==> config.mk <==
export PLATFORM = sky130hd
export DESIGN_NAME = dma_cmpl_unit
export DESIGN_NICKNAME = d
export VERILOG_FILES = /design/src/rtl/dma_cmpl_pkg.sv /design/src/rtl/dma_cmpl_dp.sv /design/src/rtl/dma_cmpl_ctrl.sv /design/src/rtl/dma_cmpl_unit.sv
export SDC_FILE = /design/constraint.sdc
export NUM_CORES = 1
export LEC_CHECK = 0
export ABC_AREA = 1
export BUFFER_PORTS_ARGS = -buffer_cell sky130_fd_sc_hd__buf_4
export CORE_MARGIN = 4
export CORE_UTILIZATION = 50
export DETAILED_ROUTE_END_ITERATION = 6
export GPL_ROUTABILITY_DRIVEN = 1
export PLACE_DENSITY = 0.8
export SLEW_MARGIN = 20
export SYNTH_ARGS = -nofsm -noshare
export SYNTH_HDL_FRONTEND = slang
export SYNTH_SLANG_ARGS = --single-unit
==> constraint.sdc <==
create_clock -name clk -period 2.3 [get_ports clk]
set_input_delay 0.115 -clock clk [delete_from_list [all_inputs] [get_ports clk]]
set_output_delay 0.115 -clock clk [all_outputs]
set_load 0.05 [all_outputs]
==> src/rtl/dma_cmpl_pkg.sv <==
package dma_cmpl_pkg;
  typedef enum logic [1:0] {
    XF_OUT   = 2'd0,
    XF_IN    = 2'd1,
    XF_LOCAL = 2'd2,
    XF_BUS   = 2'd3
  } xfer_e;

  typedef enum logic [1:0] {
    PA_NONE = 2'd0,
    PA_WQ   = 2'd1,
    PA_ZERO = 2'd2,
    PA_CORE = 2'd3
  } ptr_act_e;

  typedef struct packed {
    logic latch;
    logic cntStep;
    logic irqStep;
    logic coreStep;
  } cmpl_strobe_t;
endpackage

==> src/rtl/dma_cmpl_dp.sv <==
module dma_cmpl_dp
  import dma_cmpl_pkg::*;
#(
  parameter int PTR_W     = 40,
  parameter int BYTE_W    = 16,
  parameter int CNT_W     = 32,
  parameter int NUM_CORES = 8,
  parameter int CORE_W    = 16
) (
  input  logic                        clk,
  input  logic                        rstN,
  input  cmpl_strobe_t                stb,
  input  logic [1:0]                  xferType,
  input  logic                        cntSel,
  input  logic                        cntAdd,
  input  logic                        forceIrq,
  input  logic                        wqFlag,
  input  logic [PTR_W-1:0]            compPtr,
  input  logic [BYTE_W-1:0]           byteTotal,
  input  logic                        incByOne,
  input  logic                        perCoreMode,
  input  logic [1:0]                  cntClear,
  input  logic [1:0]                  irqClear,
  output ptr_act_e                    ptrAct,
  output logic [PTR_W-1:0]            ptrQ,
  output logic [2*CNT_W-1:0]          cntFlat,
  output logic [1:0]                  irqBits,
  output logic [NUM_CORES*CORE_W-1:0] coreCnt,
  output logic                        hdrErr
);
  localparam int IDX_W = 6;

  xfer_e             typQ;
  logic              selQ, addQ, fiQ, wqQ, oneQ, coreModeQ;
  logic [BYTE_W-1:0] bytesQ;

  always_ff @(posedge clk) begin
    if (!rstN) begin
      typQ <= XF_OUT; selQ <= 1'b0; addQ <= 1'b0; fiQ <= 1'b0;
      wqQ <= 1'b0; oneQ <= 1'b0; coreModeQ <= 1'b0;
      ptrQ <= '0; bytesQ <= '0;
    end else if (stb.latch) begin
      typQ <= xfer_e'(xferType); selQ <= cntSel; addQ <= cntAdd;
      fiQ <= forceIrq; wqQ <= wqFlag; oneQ <= incByOne;
      coreModeQ <= perCoreMode; ptrQ <= compPtr; bytesQ <= byteTotal;
    end
  end

  logic             toBus, resvBad, doCnt, doIrq, ptrSmall;
  logic [IDX_W-1:0] coreIdx;
  logic [CNT_W-1:0] incAmt;

  always_comb begin
    toBus    = (typQ == XF_OUT) || (typQ == XF_BUS);
    resvBad  = !toBus && (addQ || fiQ || selQ);
    doCnt    = toBus && addQ;
    doIrq    = toBus && fiQ;
    ptrSmall = (ptrQ[PTR_W-1:IDX_W] == '0);
    coreIdx  = ptrQ[IDX_W-1:0] - 1'b1;
    incAmt   = oneQ ? CNT_W'(1) : CNT_W'(bytesQ);
    if (ptrQ == '0)                  ptrAct = PA_NONE;
    else if (wqQ)                    ptrAct = PA_WQ;
    else if (coreModeQ && ptrSmall)
      ptrAct = (32'(coreIdx) < 32'(NUM_CORES)) ? PA_CORE : PA_NONE;
    else                             ptrAct = PA_ZERO;
  end

  assign hdrErr = stb.cntStep && resvBad;

  for (genvar i = 0; i < 2; i++) begin : gCnt
    logic [CNT_W-1:0] cntQ;
    always_ff @(posedge clk) begin
      if (!rstN || cntClear[i])                          cntQ <= '0;
      else if (stb.cntStep && doCnt && (selQ == 1'(i)))  cntQ <= cntQ + incAmt;
    end
    always_ff @(posedge clk) begin
      if (!rstN || irqClear[i])                          irqBits[i] <= 1'b0;
      else if (stb.irqStep && doIrq && (selQ == 1'(i)))  irqBits[i] <= 1'b1;
    end
    assign cntFlat[i*CNT_W +: CNT_W] = cntQ;
  end

  for (genvar c = 0; c < NUM_CORES; c++) begin : gCore
    logic [CORE_W-1:0] coreQ;
    always_ff @(posedge clk) begin
      if (!rstN)                                          coreQ <= '0;
      else if (stb.coreStep && (32'(coreIdx) == 32'(c)))  coreQ <= coreQ + 1'b1;
    end
    assign coreCnt[c*CORE_W +: CORE_W] = coreQ;
  end
endmodule

==> src/rtl/dma_cmpl_ctrl.sv <==
module dma_cmpl_ctrl
  import dma_cmpl_pkg::*;
(
  input  logic         clk,
  input  logic         rstN,
  input  logic         cmplValid,
  input  ptr_act_e     ptrAct,
  input  logic         wqReady,
  input  logic         zwReady,
  output logic         cmplReady,
  output cmpl_strobe_t stb,
  output logic         wqValid,
  output logic         zwValid,
  output logic         done
);
  typedef enum logic [2:0] {S_IDLE, S_CNT, S_IRQ, S_PTR, S_DONE} state_e;
  state_e state, stateNext;

  always_comb begin
    stateNext    = state;
    stb          = '0;
    wqValid      = 1'b0;
    zwValid      = 1'b0;
    cmplReady    = (state == S_IDLE);
    done         = (state == S_DONE);
    stb.latch    = (state == S_IDLE) && cmplValid;
    stb.cntStep  = (state == S_CNT);
    stb.irqStep  = (state == S_IRQ);
    case (state)
      S_IDLE: if (cmplValid) stateNext = S_CNT;
      S_CNT:  stateNext = S_IRQ;
      S_IRQ:  stateNext = S_PTR;
      S_PTR: begin
        case (ptrAct)
          PA_WQ:   begin wqValid = 1'b1; if (wqReady) stateNext = S_DONE; end
          PA_ZERO: begin zwValid = 1'b1; if (zwReady) stateNext = S_DONE; end
          PA_CORE: begin stb.coreStep = 1'b1; stateNext = S_DONE; end
          default: stateNext = S_DONE;
        endcase
      end
      default: stateNext = S_IDLE;
    endcase
  end

  always_ff @(posedge clk) begin
    if (!rstN) state <= S_IDLE;
    else       state <= stateNext;
  end
endmodule

==> src/rtl/dma_cmpl_unit.sv <==
module dma_cmpl_unit
  import dma_cmpl_pkg::*;
#(
  parameter int PTR_W     = 40,
  parameter int BYTE_W    = 16,
  parameter int CNT_W     = 32,
  parameter int NUM_CORES = 8,
  parameter int CORE_W    = 16
) (
  input  logic                        clk,
  input  logic                        rstN,
  input  logic                        cmplValid,
  output logic                        cmplReady,
  input  logic [1:0]                  xferType,
  input  logic                        cntSel,
  input  logic                        cntAdd,
  input  logic                        forceIrq,
  input  logic                        wqFlag,
  input  logic [PTR_W-1:0]            compPtr,
  input  logic [BYTE_W-1:0]           byteTotal,
  input  logic                        incByOne,
  input  logic                        perCoreMode,
  input  logic [1:0]                  cntClear,
  input  logic [1:0]                  irqClear,
  output logic [CNT_W-1:0]            cnt0,
  output logic [CNT_W-1:0]            cnt1,
  output logic [1:0]                  irqBits,
  output logic [NUM_CORES*CORE_W-1:0] coreCnt,
  output logic                        wqValid,
  input  logic                        wqReady,
  output logic [PTR_W-1:0]            wqPtr,
  output logic                        zwValid,
  input  logic                        zwReady,
  output logic [PTR_W-1:0]            zwAddr,
  output logic                        hdrErr,
  output logic                        done
);
  cmpl_strobe_t       stb;
  ptr_act_e           ptrAct;
  logic [PTR_W-1:0]   ptrQ;
  logic [2*CNT_W-1:0] cntFlat;

  dma_cmpl_ctrl u_ctrl (
    .clk, .rstN, .cmplValid, .ptrAct, .wqReady, .zwReady,
    .cmplReady, .stb, .wqValid, .zwValid, .done
  );

  dma_cmpl_dp #(
    .PTR_W(PTR_W), .BYTE_W(BYTE_W), .CNT_W(CNT_W),
    .NUM_CORES(NUM_CORES), .CORE_W(CORE_W)
  ) u_dp (
    .clk, .rstN, .stb, .xferType, .cntSel, .cntAdd, .forceIrq, .wqFlag,
    .compPtr, .byteTotal, .incByOne, .perCoreMode, .cntClear, .irqClear,
    .ptrAct, .ptrQ, .cntFlat, .irqBits, .coreCnt, .hdrErr
  );

  assign cnt0   = cntFlat[CNT_W-1:0];
  assign cnt1   = cntFlat[2*CNT_W-1:CNT_W];
  assign wqPtr  = ptrQ;
  assign zwAddr = ptrQ;
endmodule

After elaboration in Yosys (flattened, before gate mapping)
Cells that the tools add are included.

Register bits after elaboration: 261. Output and inout port bits: 279. Word-level logic and storage cells: 104.

$add $sub $neg: 11. Order comparisons: 1. Equal/unequal tests: 18. Muxes and demuxes: 16. Bitwise operators: 1. Reductions and logical operators: 35.

Operators by type and width (number): 16-bit by 1-bit adder with 16-bit output, second input constant (8); 32-bit adder (2); 40-bit logical NOT (1); 34-bit logical NOT (1); 6-bit by 3-bit equality test with 1-bit output, second input constant (4); 1-bit logical AND (20); 16-bit 2-to-1 mux (1); 6-bit by 2-bit equality test with 1-bit output, second input constant (2); 3-bit one-hot mux with 4 select lines (1); 3-bit 2-to-1 mux (3); 2-bit 2-to-1 mux (4); 1-bit logical OR (7); 2-bit equality test, second input constant (3); 3-bit by 2-bit equality test with 1-bit output, second input constant (2); 6-bit by 1-bit equality test with 1-bit output, second input constant (1); 6-bit logical NOT (1); 6-bit by 4-bit < comparator with 1-bit output, second input constant (1); 1-bit 2-to-1 mux (6); 3-bit != test, second input constant (2); 3-bit one-hot mux with 2 select lines (1); 6-bit by 1-bit subtractor with 6-bit output, second input constant (1); 3-bit by 1-bit equality test with 1-bit output, second input constant (1); 3-bit equality test, second input constant (1); 3-bit logical NOT (1); other kinds (6) (7).

Longest topological paths before layout
Gate-level depths: netlist (run 1).

Depth after elaboration: 10. Depth in mapped cells: 18. Depth with buffers taken out: 17.

By module
Synthesis (run 1) repeated with hierarchy kept, for this count alone.

Cells, all modules: 2362. Area, all modules: 15113.2 um^2.

By module, submodules not included: dma_cmpl_dp (times used 1, cells each 2283, area each 14570.2 um^2, seq. area each 5165.0 um^2); dma_cmpl_unit (times used 1, cells each 40, area each 300.3 um^2, seq. area each 0.0 um^2); dma_cmpl_ctrl (times used 1, cells each 39, area each 242.7 um^2, seq. area each 60.1 um^2).

Least setup slack after synthesis (run 1)
Ideal clock, no wire load.

Path type: register to register. Start point: reg u_dp.gCnt[1].cntQ[0]. End point: reg u_dp.gCnt[1].cntQ[28]. Setup time: 128 ps. Arrival: 2432 ps. Data required time: 2172 ps. Slack: -260 ps. Cell stages (with the launch flop): 14. Path buffers: 0. Path through: dfxtp_1 -> ha_1 -> inv_1 -> fa_1 -> o21ai_0 -> nand3_1 -> nand2_1 -> nand2_1 -> nand2_1 -> nand2_1 -> nor2_1 -> nand3_1 -> nand2_1 -> nor2_1.

Cells in the longest elaborated chain, start to end: 1.

RTL lines: start: declaration (RTL line dma_cmpl_dp.sv:71) `logic [CNT_W-1:0] cntQ;`; start signal: assignment (RTL line dma_cmpl_dp.sv:74) `else if (stb.cntStep && doCnt && (selQ == 1'(i))) cntQ <= cntQ + incAmt;`; 32-bit adder (RTL line dma_cmpl_dp.sv:74).

No other way between the ends. A chain may end at the register's enable or synchronous reset.

Final worst setup path (run 1)
Start point: reg u_ctrl.state[1]. End point: out hdrErr.

Cells in the longest elaborated chain, start to end: 2.

RTL lines: start: declaration (RTL line dma_cmpl_ctrl.sv:17) `state_e state, stateNext;`; start signal: assignment (RTL line dma_cmpl_ctrl.sv:47) `else state <= stateNext;`; 3-bit by 1-bit equality test with 1-bit output (RTL line dma_cmpl_ctrl.sv:27) `stb.cntStep = (state == S_CNT);`; 1-bit logical AND (RTL line dma_cmpl_dp.sv:68) `assign hdrErr = stb.cntStep && resvBad;`; end: declaration (RTL line dma_cmpl_unit.sv:35) `output logic hdrErr,`.

No other way between the ends.

==> results.json, run 1 <==
{
  "finalCriticalPeriod_ps": 2287,
  "clock-sinks": 261,
  "synth_compound_area_share_pct": 12.24,
  "grt-ovfl-total": 0,
  "criticalPathCategory": "reg -> out",
  "yosysWarnings": 0,
  "rows": 63,
  "stdcell_count": 3053,
  "die_x_um": 180.9,
  "synthMuxAreaShare_pct": 0,
  "synth_simple_gate_area_share_pct": 31.77,
  "netlist_top_cells_area": "dfxtp_1 (35%), nand2_1 (11%), nand3_1 (8.9%)",
  "ys_ff_latch": 261,
  "grt_first_pass_wirelength_mm": 82.75,
  "die_y_um": 180.9,
  "syn2layout_area_growth_pct": 36.94,
  "yosys.area.top_type": "dfxtp_1",
  "syn-num-nets": 2309,
  "finClkSkew_ps": 16.14,
  "ys_seq_area_share_pct": 34.95,
  "power.density_nw_per_um2": 591.1,
  "wl_per_cell_um": 17.15,
  "tightest_slew_ps": 862.3,
  "cts_made_buffers": 30,
  "clock_latency_ps": 570,
  "seq_area_um2": 5233,
  "hp-start": "zwReady",
  "fillers": 2413,
  "synthesis.area_um2": 14950,
  "ir_worst_vdd_v": 0.0005676,
  "leakagePower_nw": 8.772,
  "num-nets-final": 2755,
  "crit_fanout": 6,
  "vias": 16713,
  "hpwl_mm": 37.18,
  "drive_gt1_share_pct": 23.67,
  "wl_mm": 52.37,
  "hold_viol": 0,
  "cp-end-kind": "primary output",
  "place_inst": 2909,
  "routabilityCongestion": 0.9740,
  "synthFlopType": "dfxtp_1",
  "multi_input_area_um2": 8652,
  "fmax_mhz": 437.3,
  "initial_core_util_pct": 50.58,
  "relSlewSlack_pct": 42.51,
  "grt_use_total_pct": 29.95,
  "synth-xor-area-share_pct": 7.674,
  "critPathLaunch": "u_ctrl.state[1]$_SDFFE_PN0P_",
  "antenna_found_initial": 1,
  "async_flop_share_pct": 0,
  "dieArea_um2": 32730,
  "setup_viol_count_final": 0,
  "drv_cap": 0,
  "drc_errors": 0,
  "ios": 352,
  "numPortBuffers": 351,
  "grt_pass1_vias": 15901,
  "outcome": "finished clean",
  "ys_types": 36,
  "core-area_um2": 29560,
  "synth_fa_ha_area_share_pct": 3.615,
  "slew_violations": 0,
  "clkSlewWorstSetupHoldPaths_ps": 60,
  "clockBufferDepth": 3,
  "period_share_pct": 99.43,
  "yosysTopAreaCellShare_pct": 34.95,
  "ctsRootBufferMaster": "clkbuf_16",
  "synth.avg_cell_area_um2": 6.815,
  "vias_per_cell": 5.474,
  "holdCritPathClass": "in -> reg",
  "cts_tree": "done",
  "arrival_ps": 2170,
  "rsz0062_at_grt": "yes",
  "firstDrtPassIters": 5,
  "crit_required_ps": 2180,
  "cp-start-kind": "register",
  "synth_cells": 2194,
  "cts_max_level": 1,
  "ant_nets": 0,
  "drt_iter0_drc": 1285,
  "tns_ps": 0,
  "rr_startpoint": "u_dp.oneQ$_SDFFE_PN0P_",
  "synth-edff-count": 0,
  "grt_max_degree": 163,
  "synth_top_family_by_area": "simple AND/OR/NAND/NOR gates"
}
[area by class of cell]
type	instances	area share, %
antenna	1	0.01222
clock buffer	47	4.516
clock inverter	7	0.4705
inverter	191	3.514
multi-input combinational	1612	42.26
sequential	261	25.56
tap	390	2.383
timing repair buffer	544	21.29
[power by group]
group / total (mW) / leakage, nW / internal, mW / switching [mW]
Sequential: 4.81 / 2.12 / 4.66 / 0.146
Combinational: 2.37 / 6.15 / 0.810 / 1.56
Clock: 4.93 / 0.507 / 2.96 / 1.97
Total: 12.1 / 8.77 / 8.43 / 3.67
[cells in the final DEF (no fill, tap or decap), types with 11 or more instances in the layout]
cell type / n
nor4_1: 14
nand3_1: 262
nor3_1: 49
a21oi_2: 16
clkbuf_8: 11
dfxtp_1: 255
o21ai_0: 71
nand2_2: 20
nand2_1: 426
nor2_2: 22
nand4_1: 51
inv_1: 185
nor2_1: 194
clkbuf_16: 31
buf_4: 459
a21oi_1: 245
dlygate4sd3_1: 77
ha_1: 32
xnor2_1: 46
xor2_1: 85
[path summary, 6_finish.rpt]
path                                              to  slack [ps]  depth (start not counted)
setup reg to reg  u_dp.gCnt[0].cntQ[29]$_SDFFE_PP0P_          20                         15
hold / removal          u_ctrl.state[1]$_SDFFE_PN0P_          30                          6
hold reg to reg            u_dp.typQ[0]$_SDFFE_PN0P_         480                          2
setup / recovery                              hdrErr          10                          5
[critical path, stage by stage, from the launching register on]
cell and delay (ps):
dfxtp_1 360, nor3_1 300, buf_4 180, inv_1 60, a311oi_2 410, buf_4 290
[flip-flops by register name, indices dropped and copies added, names as in the netlist]
name,cells
u_ctrl.state,3
u_dp.addQ,1
u_dp.bytesQ,16
u_dp.coreModeQ,1
u_dp.fiQ,1
u_dp.gCnt.cntQ,64
u_dp.gCore.coreQ,128
u_dp.irqBits,2
u_dp.oneQ,1
u_dp.ptrQ,40
u_dp.selQ,1
u_dp.typQ,2
u_dp.wqQ,1
[synthesized netlist by cell type, types with 2 or more instances]
| cell | number |
|---|---|
| nand2_1 | 448 |
| nand3_1 | 265 |
| a21oi_1 | 262 |
| dfxtp_1 | 261 |
| nor2_1 | 220 |
| inv_1 | 189 |
| xor2_1 | 85 |
| o21ai_0 | 80 |
| clkbuf_1 | 68 |
| nand4_1 | 51 |
| nor3_1 | 51 |
| xnor2_1 | 46 |
| buf_4 | 44 |
| ha_1 | 40 |
| nor4_1 | 15 |
| buf_6 | 11 |
| nand3b_1 | 9 |
| o211ai_1 | 7 |
| nor3_2 | 5 |
| or2_2 | 5 |
| and2_1 | 4 |
| buf_2 | 4 |
| o21bai_1 | 4 |
| buf_1 | 3 |
| fa_1 | 2 |
| nand2_2 | 2 |
| nor2_4 | 2 |
| nor3b_1 | 2 |
| o21a_1 | 2 |
[through the flow]
step	cell area [um2]	worst slack (ps)	hold WS (ps)	utilization (%)	power, mW
final	20470	13.06	33.07	69.27	12.10
after CTS	20010	3.042	18.35	67.70	12.01
after detailed placement	18190	-75.64	274.0	61.53	6.997
after global routing	20470	-175.1	44.06	69.27	12.49
after global placement	18190	-37.41	273.5	61.53	6.969
after floorplan	14970	45.08	187.4	-	6.302
[layer usage]
metal / global-route usage, % / share of wire (%)
met4: 9.074 / 3.6
met2: 50.30 / 47
met5: 0 / 0
met3: 6.100 / 8.3
met1: 38.95 / 41
[cells by family (layout without fill, tap and decap cells)]
kind of cell / count (synthesis) / in the layout
other: 0 / 1
XOR/XNOR: 131 / 131
buffers and inverters: 321 / 789
AND/OR/NAND/NOR: 1081 / 1081
AO/OA/AOI/OAI: 358 / 358
flip-flops: 261 / 261
adder cells (fa/ha/maj): 42 / 42
[what timing repair did]
action / 4_1_cts / 5_1_grt
gates cloned: 0 / 1
buffers inserted: 1 / 10
gates resized for setup: 7 / 103
endpoints found under the setup margin: 11 / 185
hold buffers: 77 / 0
hold endpoints to repair: 69 / 0
pin swaps: 3 / 14
No activity file was read; power rests on OpenSTA's default activity.
==> run 2: changes to the inputs <==
Settings changed: RECOVER_POWER set to 100.
==> results.json, run 2 (synthesis gave the netlist of run 1 again) <==
{
  "outcome": "finished clean",
  "syn2layout_area_growth_pct": 29.78,
  "wl_mm": 52.33,
  "clock-sinks": 261,
  "criticalPathCategory": "reg -> out",
  "numPortBuffers": 351,
  "clkSlewWorstSetupHoldPaths_ps": 60,
  "num-nets-final": 2755,
  "hold_viol": 0,
  "firstDrtPassIters": 5,
  "vias": 16796,
  "cp-start-kind": "register",
  "cts_made_buffers": 30,
  "leakagePower_nw": 7.589,
  "rows": 63,
  "dieArea_um2": 32730,
  "grt_use_total_pct": 29.95,
  "period_share_pct": 99.91,
  "largest-register": "u_dp.gCore.coreQ",
  "ir_worst_vdd_v": 0.0005638,
  "crit_fanout": 6,
  "rsz0062_at_grt": "yes",
  "arrival_ps": 2180,
  "core-area_um2": 29560,
  "tightest_slew_ps": 922.5,
  "ctsRootBufferMaster": "clkbuf_16",
  "largest_reg_flops": 128,
  "die_x_um": 180.9,
  "drc_errors": 0,
  "fmax_mhz": 435.2,
  "ios": 352,
  "place_ws_ps": -75.64,
  "antenna_found_initial": 1,
  "grt-ovfl-total": 0,
  "wl_per_cell_um": 17.13,
  "routabilityCongestion": 0.9740,
  "slew_violations": 0,
  "grt_pass1_vias": 15901,
  "crit_required_ps": 2180,
  "die_y_um": 180.9,
  "drt_iter0_drc": 1238,
  "clockBufferDepth": 3,
  "clock_latency_ps": 570,
  "cts_max_level": 1,
  "mostFrequentLayoutCells": "nand2_1 (427), clkbuf_1 (285), nand3_1 (262), dfxtp_1 (255), a21oi_1 (246)",
  "finClkSkew_ps": 19.03,
  "hpwl_mm": 37.18,
  "ff2ff_setup_slack_ps": 10,
  "holdCritPathClass": "in -> reg",
  "grt_max_degree": 163,
  "grt_first_pass_wirelength_mm": 82.75,
  "relSlewSlack_pct": 38.50,
  "setup_viol_count_final": 0,
  "ant_nets": 0,
  "initial_core_util_pct": 50.58,
  "cp-end-kind": "primary output",
  "power.density_nw_per_um2": 616.2,
  "place_inst": 2909,
  "vias_per_cell": 5.500,
  "cts_tree": "done",
  "fillers": 2768,
  "stdcell_count": 3054,
  "finalCriticalPeriod_ps": 2298,
  "final_common_cell": "nand2_1",
  "drv_cap": 0,
  "reg_top3": "u_dp.gCore.coreQ x128, u_dp.gCnt.cntQ x64, u_dp.ptrQ x40",
  "drive_gt1_share_pct": 13.00,
  "setup_slack_ps": 1.995
}
## run 2: repair_timing
| item | 4_1_cts | 5_1_grt |
|---|---|---|
| cloned | 0 | 1 |
| pin swaps | 3 | 14 |
| setup endpoints to repair | 11 | 185 |
| hold endpoints to repair | 69 | 0 |
| hold buffers | 77 | 0 |
| setup buffers | 1 | 10 |
| resized for setup | 7 | 103 |
## run 2: where the power goes
group	switching (mW)	leakage (nW)	internal (mW)
combinational	1.55	4.97	0.673
sequential	0.140	2.12	4.66
clock	1.97	0.507	2.96
total	3.66	7.59	8.29
## run 2: metal layers
layer	vias up	global-route usage, %	share of wire [%]
li1	8126	-	-
met1	7810	38.95	41
met2	728	50.30	47
met3	132	6.100	8.6
met4	0	9.074	3.7
met5	-	0	0
## run 2: path summary, 6_finish.rpt
kind	startpoint	end	cells past startpoint
worst min register to register	u_dp.coreModeQ$_SDFFE_PN0P_	u_dp.coreModeQ$_SDFFE_PN0P_	2
worst max-delay path	u_ctrl.state[1]$_SDFFE_PN0P_	hdrErr	5
worst min-delay path	zwReady	u_ctrl.state[1]$_SDFFE_PN0P_	6
worst max register to register	u_dp.oneQ$_SDFFE_PN0P_	u_dp.gCnt[0].cntQ[29]$_SDFFE_PP0P_	15
## run 2: final cells by class
| class | count | area (um2) | area share, % |
|---|---|---|---|
| timing repair buffer | 544 | 3307 | 17.04 |
| clock inverter | 7 | 96.34 | 0.4965 |
| sequential | 261 | 5233 | 26.96 |
| inverter | 191 | 719.4 | 3.708 |
| tap | 390 | 488.0 | 2.515 |
| antenna | 2 | 5.005 | 0.02579 |
| multi-input combinational | 1612 | 8632 | 44.48 |
| clock buffer | 47 | 924.6 | 4.765 |
## run 2: critical path, stage by stage, from the launching register on
cell and delay, ps:
dfxtp_1 350, nor3_1 300, buf_4 180, inv_1 60, a311oi_2 430, buf_4 290
## run 2: stage by stage
stage / area, um2 / util, % / TNS, ps / total power [mW] / hold WS (ps)
floorplan: 14970 / - / 0 / 6.302 / 187.4
global placement: 18190 / 61.53 / -69.41 / 6.969 / 273.5
detailed placement: 18190 / 61.53 / -190.1 / 6.997 / 274.0
CTS: 20010 / 67.70 / 0 / 12.01 / 18.35
global route: 19400 / 65.64 / -11960 / 12.35 / 44.06
finish: 19400 / 65.65 / 0 / 11.96 / 34.70
==> run 3: changes to the inputs <==
Settings changed: CAP_MARGIN set to 20, PLACE_DENSITY 0.8 to 0.79.
==> results.json, run 3 (synthesis gave the netlist of run 1 again) <==
{
  "clkPwrFrac_pct": 42.6,
  "period_share_pct": 98.06,
  "mostFrequentLayoutCells": "nand2_1 (428), clkbuf_1 (275), nand3_1 (262), dfxtp_1 (255), a21oi_1 (243)",
  "largest-register": "u_dp.gCore.coreQ",
  "cp-end-kind": "register",
  "tns_ps": 0,
  "slowest_delay_ps": 360,
  "crit_required_ps": 2740,
  "drv_cap": 0,
  "wl_per_cell_um": 17.01,
  "vias_per_cell": 5.534,
  "holdCritPathClass": "in -> reg",
  "final_common_cell": "nand2_1",
  "drt_iter0_drc": 1215,
  "fillers": 2751,
  "cts_max_level": 1,
  "finalCriticalPeriod_ps": 2255,
  "grt_pass1_vias": 15714,
  "num-nets-final": 2730,
  "outcome": "finished clean",
  "slowest_stage": "dfxtp_4",
  "grt_first_pass_wirelength_mm": 80.63,
  "antenna_found_initial": 1,
  "seqPwrFrac_pct": 39.4,
  "ctsRootBufferMaster": "clkbuf_16",
  "cp_common_cell": "buf_4",
  "firstDrtPassIters": 5,
  "hpwl_mm": 36.50,
  "slew_violations": 0,
  "numPortBuffers": 351,
  "clock-sinks": 261,
  "cts_made_buffers": 28,
  "crit_fanout": 4,
  "cts_tree": "done",
  "ir_worst_vdd_v": 0.0006427,
  "reg_top3": "u_dp.gCore.coreQ x128, u_dp.gCnt.cntQ x64, u_dp.ptrQ x40",
  "p_sw_share_pct": 29.44,
  "setup_viol_count_final": 0,
  "grt_max_degree": 134,
  "leakagePower_nw": 7.617,
  "relSlewSlack_pct": 51.59,
  "hold_viol": 0,
  "grt_use_total_pct": 28.98,
  "clockBufferDepth": 3,
  "rows": 63,
  "ant_nets": 0,
  "holdWs_ps": 38.21,
  "internal-power_mw": 8.598,
  "fmax_mhz": 443.4,
  "power.density_nw_per_um2": 629.8,
  "ios": 352,
  "routabilityCongestion": 1.036,
  "dieArea_um2": 32730,
  "largest_reg_flops": 128,
  "grt-ovfl-total": 0,
  "p_sw_mw": 3.586,
  "criticalPathCategory": "reg -> reg",
  "rsz0062_at_grt": "yes",
  "vias": 16758,
  "clkSlewWorstSetupHoldPaths_ps": 60,
  "tightest_slew_ps": 729.3,
  "wl_mm": 51.51,
  "cp-start-kind": "register",
  "worstPathCellList": "buf_4 -> nor2_2 -> ha_1 -> buf_4 -> nand2_1 -> o21a_1 -> o21ai_2 -> buf_4 -> nand3b_1 -> a21o_1 -> nand3_1 -> nand2_1 -> inv_1",
  "drive_gt1_share_pct": 12.86,
  "initial_core_util_pct": 50.58,
  "die_x_um": 180.9,
  "finClkSkew_ps": 10.10,
  "syn2layout_area_growth_pct": 29.38,
  "die_y_um": 180.9,
  "core-area_um2": 29560,
  "combPwrFrac_pct": 18.0,
  "drc_errors": 0,
  "clock_latency_ps": 550,
  "arrival_ps": 2700
}
-- run 3: cell types whose count changed in the layout (fill, tap and decap cells not counted), moves of 3 or more --
| cell | previous run | this run |
|---|---|---|
| a21oi_1 | 246 | 243 |
| a21oi_2 | 15 | 19 |
| buf_4 | 178 | 161 |
| bufinv_16 | 2 | 6 |
| clkbuf_1 | 285 | 275 |
| dlygate4sd3_1 | 77 | 69 |
| ha_2 | 1 | 5 |
| ha_4 | 7 | 4 |
| nand2_2 | 19 | 15 |
| nand2_4 | 4 | 7 |
| nor2_2 | 21 | 17 |
| nor2_4 | 5 | 8 |
-- run 3: what timing repair did --
item                                    4_1_cts  5_1_grt
gates resized for setup                      14      104
gates cloned                                  0        3
hold buffers                                 69        0
endpoints found under the setup margin       36      177
setup buffers                                 0        8
hold endpoints to repair                     68        0
pin swaps                                     1       14
-- run 3: critical path: cells and delay by family, from the launching register on --
family / cells / cell delay [ps]
fa+ha+maj: 1 / 290
simple gates: 5 / 600
compound gates: 3 / 390
buf+inv: 4 / 520
flops: 1 / 360
-- run 3: worst paths after layout --
path | endpoint | slack (ps) | start | depth (start not counted)
worst min-delay path | u_dp.gCnt[1].cntQ[26]$_SDFFE_PP0P_ | 40 | cntClear[1] | 5
worst max register to register | u_dp.gCnt[0].cntQ[14]$_SDFFE_PP0P_ | 40 | u_dp.oneQ$_SDFFE_PN0P_ | 13
worst max-delay path | u_dp.gCnt[0].cntQ[14]$_SDFFE_PP0P_ | 40 | u_dp.oneQ$_SDFFE_PN0P_ | 13
worst min register to register | u_dp.bytesQ[13]$_SDFFE_PN0P_ | 460 | u_dp.bytesQ[13]$_SDFFE_PN0P_ | 2
-- run 3: through the flow --
step	worst slack (ps)	util, %	area, um2	instances	total power, mW
2_1_floorplan	45.08	-	14970	2194	6.302
5_1_grt	-67.60	65.44	19340	3028	12.57
3_3_place_gp	28.05	61.22	18100	2895	6.971
3_5_place_dp	-56.06	61.22	18100	2895	7.003
4_1_cts	-14.54	67.33	19900	3016	12.28
6_report	44.68	65.44	19340	3028	12.18
-- run 3: power by group through the flow --
stage / logic [mW] / clock network [mW] / registers [mW]
after floorplan: 1.18 / 0 / 5.12
after global placement: 2.09 / 0 / 4.88
after detailed placement: 2.11 / 0 / 4.89
after CTS: 2.23 / 5.26 / 4.79
after global routing: 2.35 / 5.41 / 4.81
final: 2.20 / 5.19 / 4.80
-- run 3: layout make-up --
class | count | area (um2) | share of cell area, %
Antenna cell | 1 | 2.502 | 0.01294
Clock buffer | 41 | 870.8 | 4.502
Clock inverter | 11 | 209.0 | 1.080
Inverter | 191 | 719.4 | 3.719
Multi-Input combinational cell | 1612 | 8626 | 44.59
Sequential cell | 261 | 5235 | 27.06
Tap cell | 390 | 488.0 | 2.522
Timing Repair Buffer | 521 | 3194 | 16.51
-- run 3: layer usage --
layer	routed length [um]	vias up	GRT usage, %
li1	-	8072	-
met1	20550	7831	36.23
met2	24850	723	50.06
met3	4286	132	6.141
met4	1819	0	9.195
met5	0	-	0
